**src/rtl/exc_pkg.sv**
```systemverilog
package exc_pkg;
    typedef enum logic [1:0] {
        CAUSE_NONE   = 2'd0,
        CAUSE_TMISS  = 2'd1,
        CAUSE_PFAULT = 2'd2,
        CAUSE_WPROT  = 2'd3
    } cause_e;
endpackage

```
**src/rtl/exc_cause_enc.sv**
```systemverilog
module exc_cause_enc
    import exc_pkg::*;
(
    input  logic   valid,
    input  logic   tmiss,
    input  logic   pfault,
    input  logic   wprot,
    output cause_e code,
    output logic   hit
);
    always_comb begin
        code = CAUSE_NONE;
        if (valid) begin
            if (pfault)     code = CAUSE_PFAULT;
            else if (wprot) code = CAUSE_WPROT;
            else if (tmiss) code = CAUSE_TMISS;
        end
        hit = (code != CAUSE_NONE);
    end
endmodule

```
**src/rtl/exc_wr_gate.sv**
```systemverilog
module exc_wr_gate (
    input  logic we_in,
    input  logic fault_hit,
    output logic we_out
);
    always_comb begin
        we_out = we_in && !fault_hit;
    end
endmodule

```
**src/rtl/exc_capture.sv**
```systemverilog
module exc_capture
    import exc_pkg::*;
#(
    parameter int          PC_W        = 32,
    parameter logic [31:0] HANDLER_VEC = 32'h8000_0080
) (
    input  logic            clk,
    input  logic            rst_n,
    input  logic            mem_valid,
    input  logic [PC_W-1:0] mem_pc,
    input  logic            mem_we,
    input  logic            flt_tmiss,
    input  logic            flt_pfault,
    input  logic            flt_wprot,
    input  logic            eret,
    output logic            dmem_we,
    output logic            redirect_valid,
    output logic [PC_W-1:0] redirect_pc,
    output logic [PC_W-1:0] epc,
    output logic [1:0]      cause,
    output logic            exc_disabled
);
    localparam logic [PC_W-1:0] VEC = HANDLER_VEC[PC_W-1:0];

    typedef struct packed {
        logic [PC_W-1:0] epc;
        cause_e          cause;
        logic            dis;
        logic            pend_v;
        logic [PC_W-1:0] pend_pc;
        cause_e          pend_cause;
        logic            rdr_v;
        logic [PC_W-1:0] rdr_pc;
    } state_t;

    state_t q, d;
    cause_e fault_code;
    logic   fault_hit;
    logic   pend_v;

    exc_cause_enc u_enc (
        .valid  (mem_valid),
        .tmiss  (flt_tmiss),
        .pfault (flt_pfault),
        .wprot  (flt_wprot),
        .code   (fault_code),
        .hit    (fault_hit)
    );

    exc_wr_gate u_gate (
        .we_in     (mem_we),
        .fault_hit (fault_hit),
        .we_out    (dmem_we)
    );

    always_comb begin
        d       = q;
        d.rdr_v = 1'b0;
        if (!q.dis) begin
            if (q.pend_v) begin
                d.epc        = q.pend_pc;
                d.cause      = q.pend_cause;
                d.dis        = 1'b1;
                d.rdr_v      = 1'b1;
                d.rdr_pc     = VEC;
                d.pend_v     = fault_hit;
                d.pend_pc    = mem_pc;
                d.pend_cause = fault_code;
            end else if (fault_hit) begin
                d.epc    = mem_pc;
                d.cause  = fault_code;
                d.dis    = 1'b1;
                d.rdr_v  = 1'b1;
                d.rdr_pc = VEC;
            end
        end else begin
            if (fault_hit && !q.pend_v) begin
                d.pend_v     = 1'b1;
                d.pend_pc    = mem_pc;
                d.pend_cause = fault_code;
            end
            if (eret) begin
                d.dis    = 1'b0;
                d.rdr_v  = 1'b1;
                d.rdr_pc = q.epc;
            end
        end
    end

    always_ff @(posedge clk or negedge rst_n) begin
        if (!rst_n) begin
            q <= '{epc: '0, cause: CAUSE_NONE, dis: 1'b0, pend_v: 1'b0,
                   pend_pc: '0, pend_cause: CAUSE_NONE, rdr_v: 1'b0, rdr_pc: '0};
        end else begin
            q <= d;
        end
    end

    assign pend_v         = q.pend_v;
    assign redirect_valid = q.rdr_v;
    assign redirect_pc    = q.rdr_pc;
    assign epc            = q.epc;
    assign cause          = q.cause;
    assign exc_disabled   = q.dis;
endmodule

```
**config.mk**
```make
export PLATFORM = sky130hd
export DESIGN_NAME = exc_capture
export DESIGN_NICKNAME = d
export VERILOG_FILES = /design/src/rtl/exc_pkg.sv /design/src/rtl/exc_cause_enc.sv /design/src/rtl/exc_wr_gate.sv /design/src/rtl/exc_capture.sv
export SDC_FILE = /design/constraint.sdc
export NUM_CORES = 1
export LEC_CHECK = 0
export CAP_MARGIN = 20
export CORE_ASPECT_RATIO = 1.1
export CORE_MARGIN = 2
export CORE_UTILIZATION = 30
export CTS_CLUSTER_SIZE = 40
export DETAILED_ROUTE_END_ITERATION = 8
export SETUP_SLACK_MARGIN = 0.05
export SLEW_MARGIN = 15
export SYNTH_ARGS = -nofsm -noshare
export SYNTH_HDL_FRONTEND = slang
export SYNTH_SLANG_ARGS = --single-unit
```
**constraint.sdc**
```tcl
create_clock -name clk -period 4.6 [get_ports clk]
set_clock_uncertainty 0.2 [all_clocks]
set_input_delay 0.92 -clock clk [delete_from_list [all_inputs] [get_ports clk]]
set_output_delay 0.92 -clock clk [all_outputs]
set_load 0.05 [all_outputs]
```
==> out/results.ini, run 1 <==
[outcome]
status=finished clean

[drt]
dr.max_layer_used=met4
drt_iter0_markers=179
wl_per_cell_um=16.3
dr_wl_met2_um=5280
vias_per_cell=4.69
drt_pass1_iterations=4
ant_nets=0
wl_met3_um=394
drc=0
wl_met1_um=5040
wl_um=10900
dr_total_vias=3135

[grt]
grt_pass1_vias=3279
grt_max_degree=86
grt_remaining_overflow=0
grt_usage=0.129
grt_pass1_wl_um=17900
antenna_found_initial=0

[clock_tree]
cts_max_path_buffers=2
cts_tree=yes
cts_setup_buffers=0
clkSlewWorstSetupHoldPaths_ps=70
cts_root_buffer=clkbuf_16
post_cts_resized=0
cts.sink_count=103
hold_buffers=0
cts_buffers=9
htreeDepth=3
clkLatencyLatePin_ps=350

[finish]
n_fill_cell=1602
layout_commonest_cell=clkdlybuf4s50_1
syn2layout_area_growth_pct=22.0
drive_above_1_share=0.207
postLayoutCoreUtil=0.371
seq_area_mm2=0.00258
multi_input_area_mm2=0.00170
n_antenna_cell=0
layout_common_cells=clkdlybuf4s50_1, dfrtp_1, nand2_1
fin_nets=499

[yosys]
ys_seq_area_frac=0.524
avgSynthCellArea_um2=11.6
synth_compound_area_frac=0.137
synth_xor_area_frac=0
yosys.area_share.adder=0
synth_ff_type=dfrtp_1
synth.distinct_cells=33
yosys_warnings=0
async_flop_share=1.00
synth_top_family_by_area=compound AO/OA/AOI/OAI gates
syn-cell-area_mm2=0.00492
synth_nets=463
ys_ff_latch=103
synthMuxAreaShare=0.0985
synthSimpleGateAreaFrac=0.109
syn_inst=423
synth_edf_count=0

[setup_path]
critPathRequiredTime_ps=3480
cp.arrival_ps=2880
crit_fanout=6
crit_path_end_kind=primary output
critPathKind=primary input to primary output
critPathLaunchType=primary input

[sta]
hold_viol_final=0
final_max_slew_viol_count=0
period_needed_ps=4000
final-setup-viol-count=0
maxSlewHeadroom=0.366
fmax_mhz=250
finalCritPeriodShare=0.869
rsz0062_at_grt=false
finalSetupTns_ps=0
tightest_slew_ps=949

[power]
p_comb_frac=0.538
switching_power_mw=2.32
power.internal_mw=2.96
leakagePower_nw=2.45
swShare=0.440
p_seq_frac=0.313
powerDensity_mw_per_mm2=879
pwr-share-clk=0.149
peakVddDrop_uv=437

[floorplan]
fp.coreArea_mm2=0.0162
die-area_mm2=0.0174
pin_count=109
rows=49
die_x_um=126
die_h_um=138
start_util=0.304

[placement]
hpwl_um=7320
io_buffers=108
place_congestion=0.772

[flow_run]
cap_violations=0

[hold_path]
hold_class=flop to flop

[final timing paths]
path                                        start                           to  slack [ps]  cells after the start
min reg2reg                     q[66]$_DFFE_PN0P_            q[66]$_DFFE_PN0P_         300                      1
max reg2reg                exc_disabled$_DFF_PN0_            q[44]$_DFFE_PN0P_        2010                      4
min in group asynchronous                   rst_n          epc[16]$_DFFE_PN0P_         410                      1
min                             q[66]$_DFFE_PN0P_            q[66]$_DFFE_PN0P_         300                      1
max in group asynchronous                   rst_n  redirect_pc[27]$_DFFE_PN0P_        2990                      2
max                                    flt_pfault                      dmem_we         600                      4
[power by group through the flow]
stage | logic [mW] | registers (mW) | clock network [mW]
2_1_floorplan | 2.45 | 1.58 | 0
3_3_place_gp | 2.82 | 1.65 | 0
3_5_place_dp | 2.87 | 1.67 | 0
4_1_cts | 2.87 | 1.65 | 0.804
5_1_grt | 3.00 | 1.71 | 0.849
6_report | 2.84 | 1.65 | 0.786
[metal layers]
metal  global-route usage  up-vias
met4               0.0503        0
met1                0.175     1577
met2                0.205       73
met5                    0        -
met3               0.0255       15
li1                     -     1470
[kinds of logic after synthesis]
group,after synthesis
buf+inv,92
flops,103
simple gates,114
compound gates,81
mux,33
[synthesized netlist by cell type, types with 2 or more instances]
cell type  count  area, µm²
a21oi_1        3       15.0
buf_4         66        495
mux2_4        30        450
o221a_2       32        360
clkbuf_1      11       41.3
clkbuf_2       3       15.0
o21ai_0       35        175
inv_1          2       7.51
nand2b_1      34        213
nand2_1       67        251
dfrtp_1      103       2580
mux2_2         3       33.8
buf_6          6       67.6
buf_2          4       20.0
nor2_1         5       18.8
nand3_1        2       10.0
[cell type report]
class / instances / area share
clock buffer: 9 / 0.0375
sequential: 103 / 0.430
multi-input combinational: 228 / 0.283
timing repair buffer: 115 / 0.193
tap: 204 / 0.0426
clock inverter: 7 / 0.0129
inverter: 2 / 0.00125
[worst max-delay path: stages]
cell,delay (ps)
clkdlybuf4s50_1,520
o31ai_4,440
and2_2,210
clkdlybuf4s50_1,790
[metrics by stage]
stage | total power, mW | hold slack [ps] | worst slack, ps | cell area [µm²] | std cells
4_1_cts | 5.33 | 303 | 600 | 5990 | 668
3_3_place_gp | 4.47 | 282 | 627 | 5690 | 652
6_report | 5.27 | 303 | 604 | 6000 | 668
3_5_place_dp | 4.53 | 287 | 612 | 5690 | 652
5_1_grt | 5.56 | 311 | 519 | 6000 | 668
2_1_floorplan | 4.03 | 265 | 1830 | 4920 | 423
[flip-flops by register name, indices dropped and copies added, names as in the netlist]
signal / flops
q: 34
epc: 32
redirect_pc: 32
cause: 2
exc_disabled: 1
pend_v: 1
redirect_valid: 1
No activity file was read; power rests on OpenSTA's default activity.
==> run 2, diff against run 1 <==
CTS_CLUSTER_DIAMETER = 150   (was default)
MAX_ROUTING_LAYER = met4   (was default)
SLEW_MARGIN = 10   (was 15)
==> run 2 against run 1 <==
  * Combinational power about the same
  * Critical path depth stayed put
  * Critical path type unchanged
  * Global-route usage up 0.41 points
  * Non-clock buffer count is 1 higher
  * Register-to-register slack hardly changed
  * Final cell count up 0.15%
  * Critical endpoint unchanged
  * Die area did not move
  * Routed wire length decreased by 0.39%
  * First-iteration DRC count rose by 1.7%
  * Largest cell class unchanged
  * Clock power fell by 0.5%
  * Core utilization is 0.15 points higher
==> out/results.ini, run 2 (synthesis gave the netlist of run 1 again) <==
[placement]
hpwl_um=7320  ; unchanged
place_congestion=0.784  ; +1.5%
place_area_mm2=0.00569  ; unchanged
io_buffers=108  ; unchanged
post-place-ws_ps=612  ; unchanged

[clock_tree]
htreeDepth=3  ; unchanged
cts.sink_count=103  ; unchanged
post_cts_resized=0  ; unchanged
cts_tree=yes
hold_buffers=0  ; unchanged
clkSlewWorstSetupHoldPaths_ps=70  ; about the same
cts_buffers=9  ; unchanged
cts_setup_buffers=0  ; unchanged
cts_max_path_buffers=2  ; unchanged
clkLatencyLatePin_ps=350  ; about the same
cts_root_buffer=clkbuf_16

[drt]
dr.max_layer_used=met4
drc=0  ; unchanged
dr_wl_met2_um=5290  ; +0.21%
wl_met3_um=376  ; -4.6%
wl_met1_um=5030  ; -0.30%
drt_pass1_iterations=4  ; unchanged
vias_per_cell=4.69  ; -0.12%
dr_total_vias=3136  ; +0.032%
drt_iter0_markers=182  ; +1.7%
wl_um=10900  ; -0.39%
wl_per_cell_um=16.2  ; -0.53%
ant_nets=0  ; unchanged

[hold_path]
hold_class=flop to flop
min_path_cells=2  ; +1

[grt]
grt_max_degree=86  ; unchanged
grt_pass1_wl_um=17900  ; about the same
antenna_found_initial=0  ; unchanged
grt_pass1_vias=3286  ; +0.21%
grt_usage=0.133  ; +0.00414
grt_remaining_overflow=0  ; unchanged

[setup_path]
crit_path_end_kind=primary output
max_stage_delay_ps=790  ; about the same
critPathRequiredTime_ps=3480  ; about the same
cp_common_cell=clkdlybuf4s50_1
crit_path_top_delay_cell=clkdlybuf4s50_1
cp.arrival_ps=2880  ; about the same
critPathKind=primary input to primary output
crit_fanout=6  ; unchanged
reg2reg_depth=4  ; unchanged
critPathLaunchType=primary input
path_cells=clkdlybuf4s50_1 -> o31ai_4 -> and2_2 -> clkdlybuf4s50_1

[flow_run]
cap_violations=0  ; unchanged

[sta]
period_needed_ps=4000  ; +0.520 ps
tightest_slew_ps=921  ; -28.1 ps
hold_viol_final=0  ; unchanged
finalCritPeriodShare=0.869  ; about the same
fmax_mhz=250  ; about the same
maxSlewHeadroom=0.385  ; +0.0188
finalSetupTns_ps=0  ; unchanged
rsz0062_at_grt=false
final_max_slew_viol_count=0  ; unchanged
finalWorstSetupSlack_ps=604  ; -0.520 ps
final-setup-viol-count=0  ; unchanged

[finish]
fin_nets=500  ; +0.20%
drive_above_1_share=0.209  ; +0.00171
design_area_mm2=0.00602  ; +0.40%
syn2layout_area_growth_pct=22.5
layout_common_cells=clkdlybuf4s50_1, dfrtp_1, nand2_1
n_antenna_cell=0  ; unchanged
largest_reg_flops=34  ; unchanged
layout_commonest_cell=clkdlybuf4s50_1
max_flop_register=q
postLayoutCoreUtil=0.372  ; +0.00147

[floorplan]
die_x_um=126  ; unchanged
die-area_mm2=0.0174  ; unchanged
die_h_um=138  ; unchanged
fp.coreArea_mm2=0.0162  ; unchanged
start_util=0.304  ; unchanged
pin_count=109  ; unchanged
rows=49  ; unchanged

[power]
peakVddDrop_uv=435  ; -0.53%
leakagePower_nw=2.47  ; +0.47%
power_mw=5.27  ; -0.10%
powerDensity_mw_per_mm2=875  ; -0.50%

[outcome]
status=finished clean

## run 2: changes by cell type in the layout (fill, tap and decap cells not counted), sizes merged
cell	change
buf	+1
## run 2: worst max-delay path: cells and delay by family
kind | cells | cell delay, ps
buffers and inverters | 2 | 1310
AO/OA/AOI/OAI | 1 | 440
AND/OR/NAND/NOR | 1 | 210
## run 2: final cells by class
| cell class | instances | area (µm²) |
|---|---|---|
| clock inverter | 7 | 77.6 |
| tap | 204 | 255 |
| inverter | 2 | 7.51 |
| sequential | 103 | 2580 |
| multi-input combinational | 228 | 1700 |
| clock buffer | 9 | 225 |
| fill | 1600 | 10200 |
| timing repair buffer | 116 | 1180 |
## run 2: worst paths after layout
path	endpoint	from	slack (ps)
worst min register to register	redirect_pc[7]$_DFFE_PN0P_	redirect_pc[7]$_DFFE_PN0P_	300
worst max register to register	q[44]$_DFFE_PN0P_	exc_disabled$_DFF_PN0_	2020
max in group asynchronous	redirect_pc[0]$_DFFE_PN0P_	rst_n	2960
min in group asynchronous	epc[16]$_DFFE_PN0P_	rst_n	310
worst min-delay path	redirect_pc[7]$_DFFE_PN0P_	redirect_pc[7]$_DFFE_PN0P_	300
worst max-delay path	dmem_we	flt_pfault	600
## run 2: metal layers
metal / global-route usage / vias to the layer above
li1: - / 1472
met2: 0.205 / 81
met3: 0.0286 / 12
met4: 0.0468 / 0
met1: 0.174 / 1571
met5: - / -
## run 2: through the flow
stage / hold WS [ps] / std cells
2_1_floorplan: 265 / 423
3_3_place_gp: 282 / 652
3_5_place_dp: 287 / 652
4_1_cts: 303 / 668
5_1_grt: 311 / 669
6_report: 302 / 669
## run 2: report_power, final
part           switching (mW)  leakage [nW]  internal, mW
logic                    1.65          1.11          1.19
registers               0.308          1.21          1.34
clock network           0.354         0.147         0.428
==> run 3, diff against run 2 <==
CORE_UTILIZATION = 55   (was 30)
PLACE_DENSITY = 0.86   (was default)
==> run 3 against run 2 <==
  * Routed wire length shrank 10%
  * Fmax shrank 0.22%
  * Setup slack lost 8.8 ps
  * Critical path depth is the same
  * Clock-buffer cell count grew 3
  * Sequential cell count is the same
  * Non-clock buffer count shrank 1
  * Core utilization grew 29 points
  * Global-route usage grew 9.0 points
  * Critical path type unchanged
  * Critical endpoint unchanged
==> out/results.ini, run 3 (synthesis gave the netlist of run 1 again) <==
[drt]
wl_per_cell_um=16.9  ; +4.1%
vias_per_cell=5.46  ; +16%
drc=0  ; unchanged
wl_um=9760  ; -10%
dr_total_vias=3156  ; +0.64%
drt_iter0_markers=150  ; -18%
drt_pass1_iterations=4  ; unchanged
ant_nets=0  ; unchanged

[clock_tree]
cts_max_path_buffers=2  ; unchanged
htreeDepth=3  ; unchanged
cts.sink_count=103  ; unchanged
post_cts_resized=0  ; unchanged
cts_buffers=9  ; unchanged
cts_tree=yes
clkSlewWorstSetupHoldPaths_ps=90  ; +20 ps
hold_buffers=0  ; unchanged
cts_root_buffer=clkbuf_8
clkLatencyLatePin_ps=370  ; +20 ps
cts_setup_buffers=0  ; unchanged

[finish]
instances_no_fill=578  ; -14%
largest_reg_flops=34  ; unchanged
n_fill_cell=692  ; -57%
drive_above_1_share=0.205  ; -0.00386
max_flop_register=q
layout_commonest_cell=clkdlybuf4s50_1
layout_common_cells=clkdlybuf4s50_1, dfrtp_1, nand2_1
design_area_mm2=0.00578  ; -4.0%
syn2layout_area_growth_pct=17.6
n_antenna_cell=0  ; unchanged
fin_nets=499  ; -0.20%
multi_input_area_mm2=0.00170  ; unchanged
seq_area_mm2=0.00258  ; unchanged

[setup_path]
path_cells=clkdlybuf4s50_1 -> o31ai_4 -> and2_2 -> clkdlybuf4s50_1
worstReg2RegStart=exc_disabled$_DFF_PN0_
rrSetupSlack_ps=2230  ; +210 ps
critPathLaunchType=primary input
max_stage_delay_ps=800  ; about the same
r2r_end=q[54]$_DFFE_PN0P_
critPathLaunch=flt_pfault
cp.arrival_ps=2890  ; about the same
cp_common_cell=clkdlybuf4s50_1
crit_family=buffers and inverters
worst-path-buf-inv=2  ; unchanged
crit_fanout=6  ; unchanged
critPathKind=primary input to primary output
reg2reg_depth=4  ; unchanged
critPathRequiredTime_ps=3480  ; about the same
crit_path_end_kind=primary output
crit_path_top_delay_cell=clkdlybuf4s50_1

[floorplan]
die-area_mm2=0.00971  ; -44%
die_h_um=103  ; -25%
fp.coreArea_mm2=0.00878  ; -46%
pin_count=109  ; unchanged
die_x_um=94.2  ; -25%
rows=36  ; -27%
start_util=0.560  ; +0.256

[grt]
grt_pass1_wl_um=16200  ; -9.6%
grt_max_degree=81  ; -5.8%
grt_usage=0.223  ; +0.0902
grt_pass1_vias=3206  ; -2.4%
antenna_found_initial=0  ; unchanged
grt_remaining_overflow=0  ; unchanged

[sta]
final_max_slew_viol_count=0  ; unchanged
period_needed_ps=4010  ; +8.76 ps
fmax_mhz=250  ; -0.22%
finalSetupTns_ps=0  ; unchanged
rsz0062_at_grt=false
tightest_slew_ps=976  ; +55.4 ps
finalCritPeriodShare=0.871  ; +0.00191
maxSlewHeadroom=0.349  ; -0.0355
hold_viol_final=0  ; unchanged
final-setup-viol-count=0  ; unchanged

[placement]
place_congestion=0.746  ; -4.8%
dp_cells=561  ; -14%
hpwl_um=6520  ; -11%
place_area_mm2=0.00556  ; -2.3%
io_buffers=108  ; unchanged

[hold_path]
hp-start=q[43]$_DFFE_PN0P_
min_to=q[43]$_DFFE_PN0P_
min_path_cells=1  ; -1
hold_class=flop to flop

[power]
leakagePower_nw=2.41  ; -2.3%
power_mw=5.03  ; -4.5%
powerDensity_mw_per_mm2=871  ; -0.48%
peakVddDrop_uv=480  ; +11%

[outcome]
status=finished clean

[flow_run]
cap_violations=0  ; unchanged

-- run 3: final cells by class --
class                           count  share of cell area
Timing Repair Buffer              115               0.199
Inverter                            2             0.00130
Clock buffer                       12              0.0268
Sequential cell                   103               0.446
Clock inverter                      4             0.00887
Multi-Input combinational cell    228               0.293
Tap cell                          114              0.0247
-- run 3: how the worst max path moves through the flow --
stage,cells past startpoint,endpoint
after CTS,4,dmem_we
after global routing,4,dmem_we
after floorplan,2,dmem_we
final,4,dmem_we
after global placement,4,dmem_we
after detailed placement,4,dmem_we
-- run 3: routing by layer --
| metal | vias to the layer above | global-route usage | part of all wire |
|---|---|---|---|
| met3 | 13 | 0.0319 | 0.033 |
| li1 | 1461 | - | - |
| met4 | 0 | 0.0892 | 0.017 |
| met1 | 1607 | 0.284 | 0.44 |
| met2 | 75 | 0.366 | 0.51 |
| met5 | - | - | 0 |
-- run 3: through the flow --
step           utilization  setup WS, ps  hold slack [ps]
3_5_place_dp         0.633           580              284
3_3_place_gp         0.633           605              281
2_1_floorplan            -          1830              265
5_1_grt              0.658           534              332
6_report             0.658           595              309
4_1_cts              0.656           578              308
-- run 3: power breakdown --
group          leakage, nW  switching, mW  internal (mW)
logic                 1.09           1.63           1.17
registers             1.21          0.300           1.34
clock network        0.103          0.304          0.283
total                 2.41           2.24           2.80
